File: src/rtl/np_bal_pkg.sv
package np_bal_pkg;
  typedef enum logic [1:0] {
    Z_BAL    = 2'd0,
    Z_FINE   = 2'd1,
    Z_COARSE = 2'd2,
    Z_SAT    = 2'd3
  } zone_e;
endpackage

File: src/rtl/np_zone_classify.sv
module np_zone_classify
  import np_bal_pkg::*;
#(
  parameter int VD_W   = 16,
  parameter int TH_BAL = 16,
  parameter int TH_MIN = 48,
  parameter int TH_MAX = 160
) (
  input  logic signed [VD_W-1:0] vd_i,
  output zone_e                  zone_o,
  output logic                   neg_o,
  output logic                   fast_o
);
  localparam int MW = VD_W + 1;
  localparam logic [MW-1:0] BAL_L = MW'(TH_BAL);
  localparam logic [MW-1:0] MIN_L = MW'(TH_MIN);
  localparam logic [MW-1:0] MAX_L = MW'(TH_MAX);

  logic signed [MW-1:0] ext;
  logic        [MW-1:0] mag;

  always_comb begin
    ext   = MW'(vd_i);
    mag   = ext[MW-1] ? unsigned'(-ext) : unsigned'(ext);
    neg_o = vd_i[VD_W-1];
    if (mag > MAX_L)       zone_o = Z_SAT;
    else if (mag > MIN_L)  zone_o = Z_COARSE;
    else if (mag >= BAL_L) zone_o = Z_FINE;
    else                   zone_o = Z_BAL;
    fast_o = (mag > MIN_L);
  end
endmodule

File: src/rtl/np_rate_ctrl.sv
module np_rate_ctrl #(
  parameter int DIV_FAST = 5,
  parameter int DIV_SLOW = 20
) (
  input  logic clk_i,
  input  logic rst_ni,
  input  logic tick_i,
  input  logic fast_i,
  output logic dec_o
);
  localparam int CNT_W = $clog2(DIV_SLOW + 1);
  localparam logic [CNT_W-1:0] FAST_L = CNT_W'(DIV_FAST);
  localparam logic [CNT_W-1:0] SLOW_L = CNT_W'(DIV_SLOW);

  logic [CNT_W-1:0] cnt_q, cnt_inc, period;

  always_comb begin
    period  = fast_i ? FAST_L : SLOW_L;
    cnt_inc = cnt_q + CNT_W'(1);
    // a shorter period picked mid-count fires at once
    dec_o   = tick_i && (cnt_inc >= period);
  end

  always_ff @(posedge clk_i or negedge rst_ni) begin
    if (!rst_ni)     cnt_q <= '0;
    else if (dec_o)  cnt_q <= '0;
    else if (tick_i) cnt_q <= cnt_inc;
  end

  p_cnt_range_r2: assert property (@(posedge clk_i) disable iff (!rst_ni)
    cnt_q < SLOW_L);

  p_cnt_idle_r2: assert property (@(posedge clk_i) disable iff (!rst_ni)
    !tick_i |=> $stable(cnt_q));
endmodule

File: src/rtl/np_offset_step.sv
module np_offset_step
  import np_bal_pkg::*;
#(
  parameter int VD_W        = 16,
  parameter int OFS_W       = 12,
  parameter int OFS_MAX     = 1150,
  parameter int STEP_COARSE = 30,
  parameter int STEP_FINE   = 1
) (
  input  zone_e                   zone_i,
  input  logic                    neg_i,
  input  logic signed [VD_W-1:0]  vd_i,
  input  logic signed [VD_W-1:0]  vd_old_i,
  input  logic signed [OFS_W-1:0] ofs_i,
  output logic signed [OFS_W-1:0] ofs_o
);
  localparam int SW = OFS_W + 1;
  localparam logic signed [SW-1:0] MAX_S = SW'(OFS_MAX);
  localparam logic signed [SW-1:0] MIN_S = -SW'(OFS_MAX);

  logic signed [SW-1:0] step, raw, base;
  logic                 up, dn;

  always_comb begin
    base = SW'(ofs_i);
    step = (zone_i == Z_COARSE) ? SW'(STEP_COARSE) : SW'(STEP_FINE);
    up   = 1'b0;
    dn   = 1'b0;
    if (ofs_i > 0) begin
      if (neg_i)              up = 1'b1;
      else if (vd_i > vd_old_i) dn = 1'b1;   // overshoot past the correct value
    end else if (ofs_i < 0) begin
      if (!neg_i)             dn = 1'b1;
      else if (vd_i < vd_old_i) up = 1'b1;
    end else begin
      up = neg_i;
      dn = !neg_i;
    end
    raw = base;
    if (up)      raw = base + step;
    else if (dn) raw = base - step;
    if (raw > MAX_S)      raw = MAX_S;
    else if (raw < MIN_S) raw = MIN_S;

    unique case (zone_i)
      Z_SAT:   ofs_o = neg_i ? OFS_W'(OFS_MAX) : -OFS_W'(OFS_MAX);
      Z_BAL:   ofs_o = ofs_i;
      default: ofs_o = raw[OFS_W-1:0];
    endcase
  end
endmodule

File: src/rtl/np_offset_estimator.sv
module np_offset_estimator
  import np_bal_pkg::*;
#(
  parameter int VD_W        = 16,
  parameter int OFS_W       = 12,
  parameter int OFS_MAX     = 1150,
  parameter int TH_BAL      = 16,
  parameter int TH_MIN      = 48,
  parameter int TH_MAX      = 160,
  parameter int STEP_COARSE = 30,
  parameter int STEP_FINE   = 1,
  parameter int DIV_FAST    = 5,   // must be >= 2
  parameter int DIV_SLOW    = 20
) (
  input  logic                    clk_i,
  input  logic                    rst_ni,
  input  logic                    tick_i,
  input  logic signed [VD_W-1:0]  vd_i,
  output logic signed [OFS_W-1:0] offset_o,
  output logic                    upd_o
);
  localparam logic signed [OFS_W-1:0] MAX_O = OFS_W'(OFS_MAX);

  zone_e                   zone;
  logic                    neg, fast, dec;
  logic signed [VD_W-1:0]  vd_old_q;
  logic signed [OFS_W-1:0] ofs_q, ofs_nxt;
  logic                    upd_q;

  np_zone_classify #(
    .VD_W(VD_W), .TH_BAL(TH_BAL), .TH_MIN(TH_MIN), .TH_MAX(TH_MAX)
  ) i_classify (
    .vd_i(vd_i), .zone_o(zone), .neg_o(neg), .fast_o(fast)
  );

  np_rate_ctrl #(
    .DIV_FAST(DIV_FAST), .DIV_SLOW(DIV_SLOW)
  ) i_rate (
    .clk_i(clk_i), .rst_ni(rst_ni), .tick_i(tick_i), .fast_i(fast), .dec_o(dec)
  );

  np_offset_step #(
    .VD_W(VD_W), .OFS_W(OFS_W), .OFS_MAX(OFS_MAX),
    .STEP_COARSE(STEP_COARSE), .STEP_FINE(STEP_FINE)
  ) i_step (
    .zone_i(zone), .neg_i(neg), .vd_i(vd_i), .vd_old_i(vd_old_q),
    .ofs_i(ofs_q), .ofs_o(ofs_nxt)
  );

  always_ff @(posedge clk_i or negedge rst_ni) begin
    if (!rst_ni) begin
      ofs_q    <= '0;
      vd_old_q <= '0;
      upd_q    <= 1'b0;
    end else begin
      upd_q <= dec;
      if (dec) begin
        ofs_q    <= ofs_nxt;
        vd_old_q <= vd_i;
      end
    end
  end

  assign offset_o = ofs_q;
  assign upd_o    = upd_q;

  p_hold_r3: assert property (@(posedge clk_i) disable iff (!rst_ni)
    !upd_q |-> $stable(ofs_q));

  p_one_pulse_r2: assert property (@(posedge clk_i) disable iff (!rst_ni)
    upd_q |=> !upd_q);

  p_force_r4: assert property (@(posedge clk_i) disable iff (!rst_ni)
    (dec && zone == Z_SAT) |=> (ofs_q == ($past(neg) ? MAX_O : -MAX_O)));

  p_balanced_r5: assert property (@(posedge clk_i) disable iff (!rst_ni)
    (dec && zone == Z_BAL) |=> $stable(ofs_q));

  p_fine_step_r6: assert property (@(posedge clk_i) disable iff (!rst_ni)
    (dec && zone == Z_FINE) |=>
      ((ofs_q - $past(ofs_q) <= OFS_W'(STEP_FINE)) &&
       ($past(ofs_q) - ofs_q <= OFS_W'(STEP_FINE))));

  p_bound_r10: assert property (@(posedge clk_i) disable iff (!rst_ni)
    (ofs_q <= MAX_O) && (ofs_q >= -MAX_O));

  p_old_track_r11: assert property (@(posedge clk_i) disable iff (!rst_ni)
    !dec |=> $stable(vd_old_q));
endmodule

File: config.mk
export PLATFORM = sky130hd
export DESIGN_NAME = np_offset_estimator
export DESIGN_NICKNAME = d
export VERILOG_FILES = /design/src/rtl/np_bal_pkg.sv /design/src/rtl/np_zone_classify.sv /design/src/rtl/np_rate_ctrl.sv /design/src/rtl/np_offset_step.sv /design/src/rtl/np_offset_estimator.sv
export SDC_FILE = /design/constraint.sdc
export NUM_CORES = 1
export LEC_CHECK = 0
export ABC_CLOCK_PERIOD_IN_PS = 4700
export CORE_MARGIN = 1
export CORE_UTILIZATION = 60
export DETAILED_ROUTE_END_ITERATION = 8
export DONT_BUFFER_PORTS = 1
export GPL_ROUTABILITY_DRIVEN = 0
export MAX_ROUTING_LAYER = met4
export PLACE_DENSITY_LB_ADDON = 0.12
export SLEW_MARGIN = 20
export SYNTH_ARGS = -nofsm -noshare
export SYNTH_HDL_FRONTEND = slang
export SYNTH_SLANG_ARGS = --single-unit
File: constraint.sdc
create_clock -name clk_i -period 4.7 [get_ports clk_i]
set_clock_uncertainty 0.05 [all_clocks]
set_input_delay 0.47 -clock clk_i [delete_from_list [all_inputs] [get_ports clk_i]]
set_output_delay 0.47 -clock clk_i [all_outputs]
set_load 0.02 [all_outputs]
### Word level (Yosys, flattened, before mapping)

Index checks and enable logic that the tools add are counted.

| storage, ports and cells | value |
|---|---|
| output and inout bits | 13 |
| register bits after elaboration | 34 |

| operators by class | value |
|---|---|
| eq/ne operators | 2 |
| reductions and logical operators | 5 |
| add/subtract/negate cells | 4 |
| bitwise gates (word level) | 1 |
| mux-type cells | 24 |
| order comparisons | 10 |

Operator list:

| cell | number |
|---|---|
| 2-to-1 mux 12 bit | 3 |
| 2-to-1 mux 13 bit | 2 |
| case mux 12 bit (2 select lines) | 1 |
| 2-to-1 mux 5 bit | 4 |
| greater-or-equal comparator 17 x 5 -> 1 bit (second input constant) | 1 |
| > comparator 17 x 6 -> 1 bit (second input constant) | 1 |
| > comparator 17 x 8 -> 1 bit (second input constant) | 1 |
| 2-to-1 mux 17 bit | 1 |
| negator 16 -> 17 bit | 1 |
| > comparator 16 bit | 1 |
| less-than comparator 16 bit | 1 |
| adder 12 x 6 -> 13 bit | 1 |
| > comparator 13 x 12 -> 1 bit (second input constant) | 1 |
| less-than comparator 13 x 12 -> 1 bit (second input constant) | 1 |
| subtractor 12 x 6 -> 13 bit | 1 |
| > comparator 12 x 1 -> 1 bit (second input constant) | 1 |
| less-than comparator 12 x 1 -> 1 bit (second input constant) | 1 |
| 2-to-1 mux 1 bit | 11 |
| adder 5 x 1 -> 5 bit (second input constant) | 1 |
| greater-or-equal comparator 5 bit | 1 |
| equality test 2 bit (second input constant) | 2 |
| 2-to-1 mux 2 bit | 2 |
| zero test 2 bit | 1 |
| AND reduction 2 bit | 1 |
| other kinds (4) | 4 |

### Longest topological paths before layout

| logic depth | value |
|---|---|
| depth in word-level cells | 15 |
| mapped depth | 25 |
| depth with buffers taken out | 24 |

### Cells and area by module

Synthesis repeated with hierarchy kept, for this count alone.

| second synthesis, totals | value |
|---|---|
| cells, all modules | 413 |
| area, all modules | 3737.3 µm² |

Modules (own cells, without submodules):

| module | sequential area each (µm²) | times used | area each (µm²) | cells an instance |
|---|---|---|---|---|
| np_offset_step | 0.0 | 1 | 1764.2 | 251 |
| np_offset_estimator | 725.7 | 1 | 1167.4 | 60 |
| np_zone_classify | 0.0 | 1 | 465.4 | 66 |
| np_rate_ctrl | 125.1 | 1 | 340.3 | 36 |

### Worst setup path after synthesis

No wires, ideal clock.

| timing | value |
|---|---|
| path kind | input -> register |
| from | input vd_i[3] |
| to | register ofs_q[1] (netlist: offset_o[1]) |
| setup time | 0.125 ns |
| arrival | 5.388 ns |
| setup slack | -0.863 ns |
| path buffers | 0 |
| data required time | 4.525 ns |
| stages | 23 |
| path through | nor3_1 nand2_1 or2_2 o31ai_1 xor2_1 nand4_1 nor2_1 o31ai_1 nand2_1 ha_1 inv_1 fa_1 a21o_1 a21o_1 a21o_1 or3_1 o21ba_2 nand2_1 xnor2_1 or3b_4 o41ai_4 o2111ai_1 mux2_2 |

| on the way | value |
|---|---|
| cells in the longest elaborated chain, start to end | 15 |
| elaborated cells on any way between the ends | 35 |
| classes of those cells | 3 x add/sub; 8 x order compare; 2 x eq/ne; 18 x mux; 1 x bitwise; 3 x reduce/logical |

Ends and longest elaborated chain:

| item | line | text |
|---|---|---|
| start, declared | np_offset_estimator.sv:18 | `input logic signed [VD_W-1:0] vd_i,` |
| negator 16 -> 17 bit | np_zone_classify.sv:24 | `mag = ext[MW-1] ? unsigned'(-ext) : unsigned'(ext);` |
| 2-to-1 mux 17 bit | np_zone_classify.sv:24 |  |
| greater-or-equal comparator 17 x 5 -> 1 bit | np_zone_classify.sv:28 | `else if (mag >= BAL_L) zone_o = Z_FINE;` |
| 2-to-1 mux 1 bit | np_zone_classify.sv:28 |  |
| 2-to-1 mux 2 bit | np_zone_classify.sv:27 | `else if (mag > MIN_L) zone_o = Z_COARSE;` |
| 2-to-1 mux 2 bit | np_zone_classify.sv:26 | `if (mag > MAX_L) zone_o = Z_SAT;` |
| equality test 2 bit | np_offset_step.sv:26 | `step = (zone_i == Z_COARSE) ? SW'(STEP_COARSE) : SW'(STEP_FINE);` |
| 2-to-1 mux 5 bit | np_offset_step.sv:26 |  |
| subtractor 12 x 6 -> 13 bit | np_offset_step.sv:41 | `else if (dn) raw = base - step;` |
| 2-to-1 mux 13 bit | np_offset_step.sv:41 |  |
| 2-to-1 mux 13 bit | np_offset_step.sv:40 | `if (up) raw = base + step;` |
| less-than comparator 13 x 12 -> 1 bit | np_offset_step.sv:43 | `else if (raw < MIN_S) raw = MIN_S;` |
| 2-to-1 mux 12 bit | np_offset_step.sv:43 |  |
| 2-to-1 mux 12 bit | np_offset_step.sv:42 | `if (raw > MAX_S) raw = MAX_S;` |
| case mux 12 bit (2 select lines) | np_offset_step.sv:45 | `unique case (zone_i)` |
| end signal, assigned | np_offset_estimator.sv:58 | `ofs_q <= ofs_nxt;` |
| end, declared | np_offset_estimator.sv:27 | `logic signed [OFS_W-1:0] ofs_q, ofs_nxt;` |

Parallel ways exist; a longest one is shown, timed or not.
A chain may end at the register's enable or synchronous reset.

### Final worst setup path

Ends and elaborated chain as after synthesis.

==> impl_results.html <==
<table>
<tr><th>Metric</th><th>Value</th></tr>
<tr><th colspan="2">Pwr</th></tr>
<tr><td>Maximum ir drop on the vdd rail</td><td>0.407 mV</td></tr>
<tr><td>Static leakage power</td><td>between 0.0015 and 0.002 µW</td></tr>
<tr><td>Power density normalized to cell area</td><td>approximately 590 nW/µm²</td></tr>
<tr><td>Total power consumption of the routed design</td><td>about 2500 µW</td></tr>
<tr><th colspan="2">Worst setup path</th></tr>
<tr><td>R2r setup slk</td><td>about 0.24 ns</td></tr>
<tr><td>Worst Setup Path Type</td><td>input pin to register</td></tr>
<tr><td>Combined buffer and inverter count along the critical path</td><td>2</td></tr>
<tr><td>Kind of end point of the critical path</td><td>register</td></tr>
<tr><td>Max incr delay on CP</td><td>~0.43 ns</td></tr>
<tr><td>Kind of cell adding the most delay to the critical path</td><td>compound AO/OA/AOI/OAI gates</td></tr>
<tr><td>Reg-to-reg critical path startpoint</td><td>vd_old_q[15]</td></tr>
<tr><td>Startpoint class of the critical path</td><td>input pin</td></tr>
<tr><td>Capture point of the worst reg-to-reg path</td><td>offset_o[7]</td></tr>
<tr><td>Highest net fanout along the worst path</td><td>6</td></tr>
<tr><td>Worst path arrival time</td><td>approximately 5.2 ns</td></tr>
<tr><td>Length in cells of the worst reg-to-reg path</td><td>13</td></tr>
<tr><td>Chain of cells forming the critical path</td><td>nor3_4, nand3b_1, o41a_1, o22a_1, o22ai_1, nand4_1, buf_4, nor2_2, nand2_2, buf_4, fa_2, a21o_1, a21o_1, a21o_1, or3_1, o21ba_4, nand2_4, xnor2_2, or3b_4, o41ai_4, o2111ai_2, mux2_4</td></tr>
<tr><td>Required time at the worst-slack endpoint</td><td>4.84 ns</td></tr>
<tr><td>Max stage delay cell, worst path</td><td>sky130_fd_sc_hd__o41a_1</td></tr>
<tr><td>Cell type with the highest occurrence count on the critical path</td><td>sky130_fd_sc_hd__a21o_1</td></tr>
<tr><th colspan="2">Drt</th></tr>
<tr><td>Vias/cell</td><td>approximately 6.6</td></tr>
<tr><td>Detailed-route wire length per cell</td><td>between 15 and 20 µm</td></tr>
<tr><td>Violation count after the first detailed-routing iteration</td><td>roughly 430</td></tr>
<tr><td>Via total after detailed routing</td><td>3679</td></tr>
<tr><td>Final antenna-violating net count</td><td>0</td></tr>
<tr><td>Total wirelength of the detailed-routed design</td><td>10.7 mm</td></tr>
<tr><td>Detailed-router iteration count before antenna repair</td><td>6</td></tr>
<tr><td>Remaining DRCs</td><td>0</td></tr>
<tr><th colspan="2">Global route</th></tr>
<tr><td>Overall global routing resource usage</td><td>a little over a third</td></tr>
<tr><td>Initial antenna violation count</td><td>0</td></tr>
<tr><td>Global-route wire length before repair</td><td>approximately 17 mm</td></tr>
<tr><td>Pin count of the biggest net entering global routing</td><td>35</td></tr>
<tr><td>Total congestion overflow</td><td>0</td></tr>
<tr><td>Vias in the first global route</td><td>approximately 3.5k</td></tr>
<tr><th colspan="2">Hold path</th></tr>
<tr><td>Path category of the worst min-delay check</td><td>input pin to register</td></tr>
<tr><td>End point of the most critical hold path</td><td>i_rate.cnt_q[4]</td></tr>
<tr><td>Min-Delay Path Depth</td><td>1</td></tr>
<tr><td>Worst min-delay path startpoint</td><td>tick_i</td></tr>
<tr><th colspan="2">Yosys</th></tr>
<tr><td>Cell type contributing the most total cell area after synthesis</td><td>sky130_fd_sc_hd__dfrtp_1</td></tr>
<tr><td>Number of synthesized flops with an enable pin</td><td>0</td></tr>
<tr><td>Portion of the post-synthesis area used by sequential elements</td><td>between 20% and 30%</td></tr>
<tr><td>Primary flip-flop cell chosen by synthesis mapping</td><td>sky130_fd_sc_hd__dfrtp_1</td></tr>
<tr><td>Mapped cell area</td><td>approximately 3400 µm²</td></tr>
<tr><td>Yosys reg bits</td><td>34</td></tr>
<tr><td>Number of nets in the synthesized netlist</td><td>between 400 and 500</td></tr>
<tr><td>Cell count after synthesis</td><td>about 420</td></tr>
<tr><td>Share of the synthesized area in the top cell type</td><td>25.2%</td></tr>
<tr><td>Post-Synthesis Mean Instance Area</td><td>7.98 µm²</td></tr>
<tr><td>Synth warnings</td><td>0</td></tr>
<tr><td>Top area cells in the synthesized netlist</td><td>sky130_fd_sc_hd__dfrtp_1, sky130_fd_sc_hd__ha_1, sky130_fd_sc_hd__nand2_1</td></tr>
<tr><td>Share of async-settable or async-resettable flops after synthesis</td><td>100%</td></tr>
<tr><td>Library cells used by synthesis</td><td>74</td></tr>
<tr><th colspan="2">Clock network</th></tr>
<tr><td>Number of clock sinks</td><td>34</td></tr>
<tr><td>CTS tree</td><td>yes</td></tr>
<tr><td>Source-to-sink clock delay at the later pin of the worst-skew pair</td><td>~0.30 ns</td></tr>
<tr><td>Buffer depth of the longest clock path</td><td>2</td></tr>
<tr><td>CTS clock-pin slew for the worst setup and hold paths</td><td>0.07 ns</td></tr>
<tr><td>Buffer cell driving the clock tree root</td><td>sky130_fd_sc_hd__clkbuf_8</td></tr>
<tr><td>Number of clock buffers inserted by TritonCTS</td><td>5</td></tr>
<tr><td>CTS H-tree lvls</td><td>2</td></tr>
<tr><th colspan="2">STA</th></tr>
<tr><td>Final worst slack</td><td>-0.378 ns</td></tr>
<tr><td>Final Cycle Share</td><td>108%</td></tr>
<tr><td>Least-Margin Pin Slew</td><td>roughly 0.7 ns</td></tr>
<tr><td>Unrepaired setup endpoints after global routing</td><td>yes</td></tr>
<tr><td>Post-layout minimum cycle time</td><td>about 5 ns</td></tr>
<tr><td>Hold violation count in the final report</td><td>0</td></tr>
<tr><td>Worst slack on hold paths</td><td>roughly 0.21 ns</td></tr>
<tr><td>Final Max Slew Viols</td><td>0</td></tr>
<tr><td>Normalized max-slew margin</td><td>between 50% and 60%</td></tr>
<tr><td>F_max</td><td>a little under 0.2 GHz</td></tr>
<tr><td>Total negative slack for setup checks</td><td>-2.88 ns</td></tr>
<tr><td>Finish-stage setup viols</td><td>10</td></tr>
<tr><th colspan="2">Placed design</th></tr>
<tr><td>Total placed instance area</td><td>between 3000 and 4000 µm²</td></tr>
<tr><td>Count of port buffers added during placement</td><td>0</td></tr>
<tr><td>Post-detail-place hpwl</td><td>~7.4 mm</td></tr>
<tr><th colspan="2">Floorplanning</th></tr>
<tr><td>Die H</td><td>roughly 77 µm</td></tr>
<tr><td>Standard-cell row count</td><td>26</td></tr>
<tr><td>DIE WIDTH</td><td>77.0 µm</td></tr>
<tr><td>I/O pin count</td><td>32</td></tr>
<tr><td>Floorplan core area</td><td>5270 µm²</td></tr>
<tr><td>Floorplan die area</td><td>roughly 5900 µm²</td></tr>
<tr><td>Initial Util</td><td>between 60% and 70%</td></tr>
<tr><th colspan="2">Finish</th></tr>
<tr><td>Total inserted antenna cells</td><td>0</td></tr>
<tr><td>Final #Nets</td><td>around 540</td></tr>
<tr><td>Most used cells in the layout excluding fill and tap cells</td><td>sky130_fd_sc_hd__buf_4, sky130_fd_sc_hd__nand2_1, sky130_fd_sc_hd__o21ai_0, sky130_fd_sc_hd__dfrtp_1, sky130_fd_sc_hd__inv_1</td></tr>
<tr><td>Area overhead of the layout relative to synthesis</td><td>27.7%</td></tr>
<tr><td>Final core utilization</td><td>around four fifths</td></tr>
<tr><td>Fillers</td><td>about 330</td></tr>
<tr><td>Most common library cell in the layout ignoring fill and taps</td><td>sky130_fd_sc_hd__buf_4</td></tr>
<tr><td>Final std cell area, no fill</td><td>4310 µm²</td></tr>
<tr><td>Layout cell share with drive strength beyond 1</td><td>27.8%</td></tr>
<tr><th colspan="2">Status</th></tr>
<tr><td>Violations in the final reports</td><td>negative setup slack</td></tr>
<tr><td>Outcome</td><td>complete, but fails checks</td></tr>
<tr><th colspan="2">Flow run</th></tr>
<tr><td>Max-Cap Viols</td><td>0</td></tr>
</table>
## state kept, by name, indices dropped and copies added, names as in the netlist
| signal | count |
|---|---|
| i_rate.cnt_q | 5 |
| offset_o | 12 |
| upd_o | 1 |
| vd_old_q | 16 |
## layout make-up
type,instances,area [µm²],share of cell area (%)
clock inverters,1,30.0,0.697
clock buffers,7,76.3,1.77
multi-input cells,340,2600,60.3
inverters,34,128,2.96
well taps,70,87.6,2.03
repair buffers,69,541,12.5
flip-flops and latches,34,851,19.7
## routing by layer
layer  wire [µm]  vias to the layer above  track usage [%]
li1            -                     1678                -
met2        4850                      222             55.2
met3        1000                       39             9.29
met4         317                        0             14.5
met1        4510                     1740             46.3
met5           0                        -                -
## logic make-up after synthesis
| kind of cell | after synthesis | synth area share [%] |
|---|---|---|
| AOI/OAI and AO/OA | 132 | 27.4 |
| xor gates and xnor gates | 18 | 4.67 |
| adders and majority gates | 33 | 12.7 |
| buffers and inverters | 49 | 5.93 |
| DFF | 34 | 25.2 |
| muxes | 6 | 1.82 |
| and+or+nand+nor | 151 | 22.3 |
## synthesized netlist by cell type, types with 2 or more instances
cell type / count
sky130_fd_sc_hd__nand4_1: 7
sky130_fd_sc_hd__nand2_1: 58
sky130_fd_sc_hd__nor2b_1: 3
sky130_fd_sc_hd__mux2i_1: 5
sky130_fd_sc_hd__a21oi_1: 24
sky130_fd_sc_hd__xnor2_1: 11
sky130_fd_sc_hd__nor3_1: 12
sky130_fd_sc_hd__nand3_1: 14
sky130_fd_sc_hd__nor3b_1: 2
sky130_fd_sc_hd__and2_1: 3
sky130_fd_sc_hd__inv_1: 33
sky130_fd_sc_hd__o31ai_1: 3
sky130_fd_sc_hd__nor4_1: 2
sky130_fd_sc_hd__a211oi_1: 2
sky130_fd_sc_hd__o22ai_1: 4
sky130_fd_sc_hd__o21ai_0: 38
sky130_fd_sc_hd__buf_6: 2
sky130_fd_sc_hd__nand3b_1: 3
sky130_fd_sc_hd__and3_1: 3
sky130_fd_sc_hd__a32o_1: 2
sky130_fd_sc_hd__o22a_1: 2
sky130_fd_sc_hd__and3b_1: 3
sky130_fd_sc_hd__dfrtp_1: 34
sky130_fd_sc_hd__nand2b_1: 3
sky130_fd_sc_hd__o211ai_1: 8
sky130_fd_sc_hd__ha_1: 31
sky130_fd_sc_hd__a31oi_1: 3
sky130_fd_sc_hd__fa_1: 2
sky130_fd_sc_hd__nor2_1: 22
sky130_fd_sc_hd__o21a_1: 4
sky130_fd_sc_hd__or3_1: 6
sky130_fd_sc_hd__o21ba_2: 2
sky130_fd_sc_hd__o21bai_1: 3
sky130_fd_sc_hd__o2111ai_1: 2
sky130_fd_sc_hd__a21o_1: 8
sky130_fd_sc_hd__clkbuf_1: 11
sky130_fd_sc_hd__o32ai_1: 2
sky130_fd_sc_hd__o32ai_2: 2
sky130_fd_sc_hd__o221ai_1: 3
sky130_fd_sc_hd__xor2_1: 7
## what timing repair did
action	4_1_cts	5_1_grt
endpoints found under the hold margin	34	0
gates resized for setup	16	26
pin swaps	8	6
endpoints found under the setup margin	10	11
hold buffers	2	0
buffers inserted	3	4
## report_power, final
part / internal, µW / switching [µW] / leakage [µW]
sequential: 424 / 236 / 0.000417
clock: 159 / 115 / 0.0000524
combinational: 744 / 849 / 0.00139
## worst max path at each step
stage | startpoint | end | slack (ns) | cells after the start
after floorplan | vd_i[3] | offset_o[1] | -0.52 | 23
after global placement | vd_i[3] | offset_o[7] | -0.62 | 21
after detailed placement | vd_i[3] | offset_o[7] | -0.69 | 22
after CTS | vd_i[3] | offset_o[7] | -0.14 | 24
after global routing | vd_i[3] | offset_o[1] | -0.47 | 23
final | vd_i[3] | offset_o[1] | -0.38 | 22
## through the flow
stage | setup WS, ns | std cells
floorplan | -0.517 | 423
global placement | -0.619 | 538
detailed placement | -0.688 | 538
CTS | -0.141 | 551
global route | -0.470 | 555
finish | -0.378 | 555
Note: power is estimated with default switching activity, not from simulation.
